File: src/rtl/vio_cfg_regs.sv
module vio_cfg_regs #(
  parameter int AW = 8,
  parameter int NUM_Q = 4,
  parameter int DEV_BYTES = 16,
  parameter logic [31:0] DEV_FEAT = 32'h0000_0021
) (
  input  logic          clk,
  input  logic          rst_n,
  input  logic          bus_valid,
  input  logic          bus_write,
  input  logic [AW-1:0] bus_addr,
  input  logic [2:0]    bus_size,
  input  logic [31:0]   bus_wdata,
  output logic          bus_ack,
  output logic [31:0]   bus_rdata,
  output logic          bus_err,
  input  logic [7:0]    irq_set,
  output logic          irq_out,
  output logic          dev_ready,
  output logic          devcfg_valid,
  output logic          devcfg_write,
  output logic [AW-1:0] devcfg_addr,
  output logic [2:0]    devcfg_size,
  output logic [31:0]   devcfg_wdata,
  input  logic [31:0]   devcfg_rdata,
  input  logic          devcfg_err
);
  localparam int QIW = (NUM_Q > 1) ? $clog2(NUM_Q) : 1;
  localparam int CMN_END = 'h38;
  localparam int ISR_OFF = 'h38;
  localparam int DEV_BASE = 'h3C;
  localparam int DEV_END = DEV_BASE + DEV_BYTES;

  logic [31:0] dfsel, drfsel, drfeat;
  logic [7:0]  dstat, isr;
  logic [15:0] qsel;
  logic [15:0] qsize [NUM_Q];
  logic [31:0] ring  [NUM_Q][6];

  logic [31:0]    ax;
  logic [QIW-1:0] qi;
  logic           qok, sz1, sz2, sz4, wr;
  assign ax  = 32'(bus_addr);
  assign qi  = qsel[QIW-1:0];
  assign qok = 32'(qsel) < NUM_Q;
  assign sz1 = bus_size == 3'd1;
  assign sz2 = bus_size == 3'd2;
  assign sz4 = bus_size == 3'd4;
  assign wr  = bus_valid & bus_write;

  logic        err_c, in_dev, isr_rd;
  logic        we_dfs, we_drs, we_drf, we_st, we_qs, we_qz, we_rg;
  logic [31:0] rd_c;

  always_comb begin
    err_c = 1'b0; rd_c = '0; in_dev = 1'b0; isr_rd = 1'b0;
    we_dfs = 1'b0; we_drs = 1'b0; we_drf = 1'b0; we_st = 1'b0;
    we_qs = 1'b0; we_qz = 1'b0; we_rg = 1'b0;
    if (ax < CMN_END) begin
      case (ax)
        32'h00: if (!sz4) err_c = 1'b1; else begin rd_c = dfsel; we_dfs = wr; end
        32'h04: if (bus_write || !sz4) err_c = 1'b1;
                else rd_c = (dfsel == 0) ? DEV_FEAT : (dfsel == 1) ? 32'd1 : 32'd0;
        32'h08: if (!sz4) err_c = 1'b1; else begin rd_c = drfsel; we_drs = wr; end
        32'h0C: if (!sz4) err_c = 1'b1;
                else begin rd_c = (drfsel != 0) ? 32'd0 : drfeat; we_drf = wr; end
        32'h10, 32'h1A, 32'h1C: rd_c = '0;
        32'h12: if (bus_write) err_c = 1'b1; else rd_c = 32'(NUM_Q);
        32'h14: if (!sz1) err_c = 1'b1; else begin rd_c = {24'b0, dstat}; we_st = wr; end
        32'h15: if (bus_write) err_c = 1'b1;
        32'h16: if (!sz2) err_c = 1'b1;
                else if (bus_write && 32'(bus_wdata[15:0]) >= NUM_Q) err_c = 1'b1;
                else begin rd_c = {16'b0, qsel}; we_qs = wr; end
        32'h18: if (!sz2 || !qok) err_c = 1'b1;
                else begin rd_c = {16'b0, qsize[qi]}; we_qz = wr; end
        32'h1E: if (bus_write || !qok) err_c = 1'b1; else rd_c = {16'b0, qsel};
        default:
          if (ax >= 32'h20 && ax[1:0] == 2'b00) begin
            if (!sz4 || !qok) err_c = 1'b1;
            else begin rd_c = ring[qi][ax[4:2]]; we_rg = wr; end
          end else err_c = 1'b1;
      endcase
    end else if (ax == ISR_OFF) begin
      if (bus_write) err_c = 1'b1;
      else begin rd_c = {24'b0, isr}; isr_rd = bus_valid; end
    end else if (ax >= DEV_BASE && ax < DEV_END) begin
      in_dev = 1'b1; rd_c = devcfg_rdata; err_c = devcfg_err;
    end else err_c = 1'b1;
  end

  assign devcfg_valid = bus_valid & in_dev;
  assign devcfg_write = bus_write;
  assign devcfg_addr  = AW'(ax - DEV_BASE);
  assign devcfg_size  = bus_size;
  assign devcfg_wdata = bus_wdata;
  assign irq_out      = |isr;

  always_ff @(posedge clk or negedge rst_n) begin
    if (!rst_n) begin
      dfsel <= '0; drfsel <= '0; drfeat <= '0; dstat <= '0; qsel <= '0; isr <= '0;
      bus_ack <= 1'b0; bus_rdata <= '0; bus_err <= 1'b0; dev_ready <= 1'b0;
      for (int q = 0; q < NUM_Q; q++) begin
        qsize[q] <= '0;
        for (int k = 0; k < 6; k++) ring[q][k] <= '0;
      end
    end else begin
      bus_ack   <= bus_valid;
      bus_err   <= bus_valid & err_c;
      bus_rdata <= (bus_valid && !bus_write && !err_c) ? rd_c : 32'd0;
      dev_ready <= we_st & bus_wdata[2];
      isr       <= (isr_rd ? 8'd0 : isr) | irq_set;
      if (we_dfs) dfsel <= bus_wdata;
      if (we_drs) drfsel <= bus_wdata;
      if (we_drf && drfsel == 0) drfeat <= bus_wdata;
      if (we_st) dstat <= bus_wdata[7:0];
      if (we_qs) qsel <= bus_wdata[15:0];
      for (int q = 0; q < NUM_Q; q++) begin
        if (we_qz && qi == QIW'(q)) qsize[q] <= bus_wdata[15:0];
        if (we_rg && qi == QIW'(q)) ring[q][ax[4:2]] <= bus_wdata;
      end
    end
  end

  assert_qsel_range_R5: assert property (@(posedge clk) disable iff (!rst_n)
    32'(qsel) < NUM_Q);

  assert_qsel_reject_R5: assert property (@(posedge clk) disable iff (!rst_n)
    (wr && ax == 32'h16 && sz2 && 32'(bus_wdata[15:0]) >= NUM_Q) |=> (bus_err && $stable(qsel)));

  assert_status_size_R4: assert property (@(posedge clk) disable iff (!rst_n)
    (wr && ax == 32'h14 && !sz1) |=> (bus_err && $stable(dstat)));

  assert_ack_timing_R13: assert property (@(posedge clk) disable iff (!rst_n)
    bus_valid |=> bus_ack);

  assert_ready_source_R11: assert property (@(posedge clk) disable iff (!rst_n)
    dev_ready |-> $past(wr && ax == 32'h14 && sz1 && bus_wdata[2]));

  assert_isr_clear_R10: assert property (@(posedge clk) disable iff (!rst_n)
    (bus_valid && !bus_write && ax == 32'h38 && irq_set == 8'd0) |=> !irq_out);
endmodule

File: config.mk
export PLATFORM = sky130hd
export DESIGN_NAME = vio_cfg_regs
export DESIGN_NICKNAME = d
export VERILOG_FILES = /design/src/rtl/vio_cfg_regs.sv
export SDC_FILE = /design/constraint.sdc
export NUM_CORES = 2
export LEC_CHECK = 0
export BUFFER_PORTS_ARGS = -buffer_cell sky130_fd_sc_hd__buf_2
export CORE_MARGIN = 1.5
export CORE_UTILIZATION = 55
export CTS_BUF_LIST = sky130_fd_sc_hd__clkbuf_8 sky130_fd_sc_hd__clkbuf_16
export CTS_CLUSTER_SIZE = 24
export DETAILED_ROUTE_END_ITERATION = 16
export PLACE_DENSITY = 0.72
export SYNTH_ARGS = -nofsm -noshare
export SYNTH_HDL_FRONTEND = slang
export SYNTH_SLANG_ARGS = --single-unit
File: constraint.sdc
create_clock -name clk -period 3.3 [get_ports clk]
set_input_delay 0.495 -clock clk [delete_from_list [all_inputs] [get_ports clk]]
set_output_delay 0.495 -clock clk [all_outputs]
set_load 0.01 [all_outputs]
==> summary.md <==
| Metric | Value |
|---|---|
| Worst-path fanout max | 17 |
| VDD IR max | 0.443 mV |
| Top achievable clock speed | 330 MHz |
| Vias | 28300 |
| Internal power | 0.0198 W |
| FFs w/ async S/R, synth | 1.00 |
| Critical Path End Type | flip-flop |
| Die height | 290 um |
| Worst Setup Start Kind | flip-flop |
| Vias in the first global route | 30200 |
| GRT Util Overall | 0.302 |
| Net Sw Power | roughly 0.0057 W |
| Die ar. | between 0.08 and 0.09 mm2 |
| Reg2Reg Setup Slack | 270 ps |
| DR iter-0 viols | 2373 |
| First-pass GRT wire length | ~190000 um |
| Crit path required time | 3840 ps |
| Vias per cell | 6.48 |
| YS warnings | 0 |
| Post-synthesis cell area | 0.0452 mm2 |
| Fillers | approximately 5700 |
| CP max-delay cell | or3_1 |
| Setup TNS | 0 ps |
| Outcome | finished, final reports clean |
| Yosys reg bits | 995 |
| Dominant synthesized flop cell | dfrtp_1 |
| CP max stage delay | 460 ps |
| Residual DRC | 0 |
| Worst slew pin tran | 955 ps |
| Placed Cells | 4172 |
| Area grow syn2layout | 14.6% |
| Mean Syn Cell Area | around 15 um2 |
| Syn Nets | 3156 |
| Number of synthesized flops with an enable pin | 0 |
| Cell count after synthesis | 3064 |
| Nets | 3315 |
| Tcrit/Tclk final | 0.919 |
| Most common cell after layout, fill and taps aside | dfrtp_1 |
| Sw Ratio | 0.223 |
| Post-detail-place hpwl | ~81000 um |
| Kind of critical path | flip-flop to flip-flop |
| Hold_sp | irq_set[4] |
| Initial Util | 0.558 |
| Root buf cell | clkbuf_16 |
| R2R Path Start | qsel[11] |
| Combinational power share | 0.041 |
| IO buf count | roughly 170 |
| Crit path from | qsel[11] |
| CP Cell Sequence | nor4_1 -> nand4_1 -> or3_1 -> nand2b_4 -> or3_4 -> nand2b_4 -> buf_4 -> mux2_4 |
| Clk_skew | about 21 ps |
| R2R depth | 8 |
| Layout Cells excl Fill | 4366 |
| Sequential cell area fraction in the yosys report | 0.551 |
| Leading cell types in the layout, fill and taps excluded | dfrtp_1, mux2_2, mux4_2, buf_2, buf_4 |
| CORE AREA | 0.0809 mm2 |
| Synth cell types | 55 |
| Gr ovfl total | 0 |
| Fin crit period | a little over 3000 ps |
| Num CTS Buffers | ~100 |
| Total Wirelength | around 120000 um |
| Setup crit end | ring[618] |
| Max clock buf depth | 3 |
| Pwr dens | 492 mW/mm2 |
| Final setup fails | 0 |
| Share of cells above drive strength 1 | 0.514 |
| Max-slew violation count | 0 |
| Flop pwr share | 0.480 |
| Clock sink count | just under 1000 |
| Antenna Cells | 0 |
| Most used cell, CP | nand2b_4 |
| Antenna Nets Post-Route | 0 |
| Final count of hold timing violations | 0 |
| Post-CTS Setup Repair Bufs | 0 |
| Largest net degree at the start of global routing | 136 |
| Max-cap viol count | 0 |
| CP Data Arrival Time | about 3600 ps |
| Hold crit path type | primary input to flip-flop |
| Clk pin slew, worst setup/hold paths | 60 ps |
| IO Count | 169 |
| Die Width | 290 um |
| CTS H-tree lvls | 3 |
| Wire per inst | ~29 um |
| DR pass1 iterations | 6 |
| Leak | 25.2 nW |
| Power share of the clock group | 0.479 |
| Worst r2r dst | ring[618] |
| Final instance area | 0.0518 mm2 |
| Clock Latency Late Sink | 670 ps |
| Initial antenna violation count | 0 |
| Rel. slew slack | 0.363 |
| Final core occ | 0.640 |
| RSZ-0062 raised after global routing | no |
| # rows | 104 |
| Dpl cell area | between 0.04 and 0.05 mm2 |
| GPL Wtd Cong | 0.909 |
| Power, Total | between 0.02 and 0.03 W |
| CTS tree | built |
==> through the flow <==
stage | worst slack [ps] | hold slack [ps]
after floorplan | 15.9 | 199
after global placement | 119 | 463
after detailed placement | 167 | 469
after CTS | 127 | 7.44
after global routing | 157 | 14.3
final | 268 | 32.7
==> cells in the mapped netlist, types with 5 or more instances <==
cell type	number	area [um2]
buf_2	20	100
a221oi_1	22	193
nand2_1	131	492
a21o_1	9	67.6
and2_1	19	119
nor2_1	41	154
a31oi_1	15	93.8
buf_6	5	56.3
nand3_1	35	175
o211ai_1	5	37.5
o22ai_1	63	394
nor4_1	24	150
o21ai_0	30	150
a21oi_1	54	270
nor3_1	29	145
nand2b_1	7	43.8
clkbuf_1	156	586
mux2_2	892	10000
a211oi_1	7	52.6
a22oi_1	38	285
mux2_4	30	450
nor2_2	5	31.3
mux2i_1	19	190
mux2_1	15	169
dfrtp_1	995	24900
buf_4	53	398
buf_1	77	289
mux4_2	205	4620
==> worst min path at each step <==
stage,slack [ps],end,cells past startpoint
3_3_place_gp,460,ring[755],1
5_1_grt,10,isr[4],2
2_1_floorplan,200,bus_ack,0
3_5_place_dp,470,dstat[2],1
4_1_cts,7,isr[4],2
6_report,30,isr[4],2
==> power by group through the flow <==
| stage | Combinational, W | Clock, W | Sequential [W] |
|---|---|---|---|
| final | 0.00104 | 0.0122 | 0.0122 |
| after global routing | 0.00112 | 0.0128 | 0.0122 |
| after CTS | 0.00104 | 0.0124 | 0.0122 |
| after detailed placement | 0.00103 | 0 | 0.0125 |
| after global placement | 0.000995 | 0 | 0.0125 |
| after floorplan | 0.000358 | 0 | 0.0125 |
==> sequential cells by signal, summed over array words and instances, names as in the netlist <==
register	flops
dstat	8
qsize	64
bus_ack	1
drfeat	32
ring	768
bus_err	1
dfsel	32
dev_ready	1
bus_rdata	32
isr	8
drfsel	32
qsel	16
==> layer usage <==
metal,vias to the layer above,wire length [um],share of wire,track usage
li1,11700,-,-,-
met1,15400,51700,0.42,0.415
met2,997,60100,0.48,0.484
met3,266,7180,0.058,0.0491
met4,0,5470,0.044,0.124
met5,-,0,0,0
==> worst max-delay path: cells and delay by family, from the launching register on <==
family        cells  cell delay [ps]
buf+inv           1              300
flops             1              390
mux               1              350
simple gates      6             1850
==> cell families (layout without fill, tap and decap cells) <==
| group | count (synthesis) | after routing | synth area share |
|---|---|---|---|
| muxes | 1161 | 1161 | 0.343 |
| DFF | 995 | 995 | 0.551 |
| and+or+nand+nor | 320 | 320 | 0.0342 |
| buffers and inverters | 317 | 559 | 0.0321 |
| AOI/OAI and AO/OA | 263 | 263 | 0.0381 |
| adders and majority gates | 4 | 4 | 0.00111 |
| xor gates and xnor gates | 4 | 4 | 0.000776 |
==> area by class of cell <==
class / count / area, um2 / area share
sequential: 995 / 24900 / 0.481
multi-input combinational: 1752 / 19000 / 0.367
timing repair buffer: 367 / 2930 / 0.0566
clock buffer: 125 / 2870 / 0.0554
tap: 1060 / 1330 / 0.0256
clock inverter: 61 / 732 / 0.0141
inverter: 6 / 22.5 / 0.000435
==> timing repair <==
item,in CTS,in global routing
resized for setup,0,1
hold endpoints to repair,48,0
setup endpoints to repair,0,23
hold buffers,8,0
No activity file was read; power rests on OpenSTA's default activity.
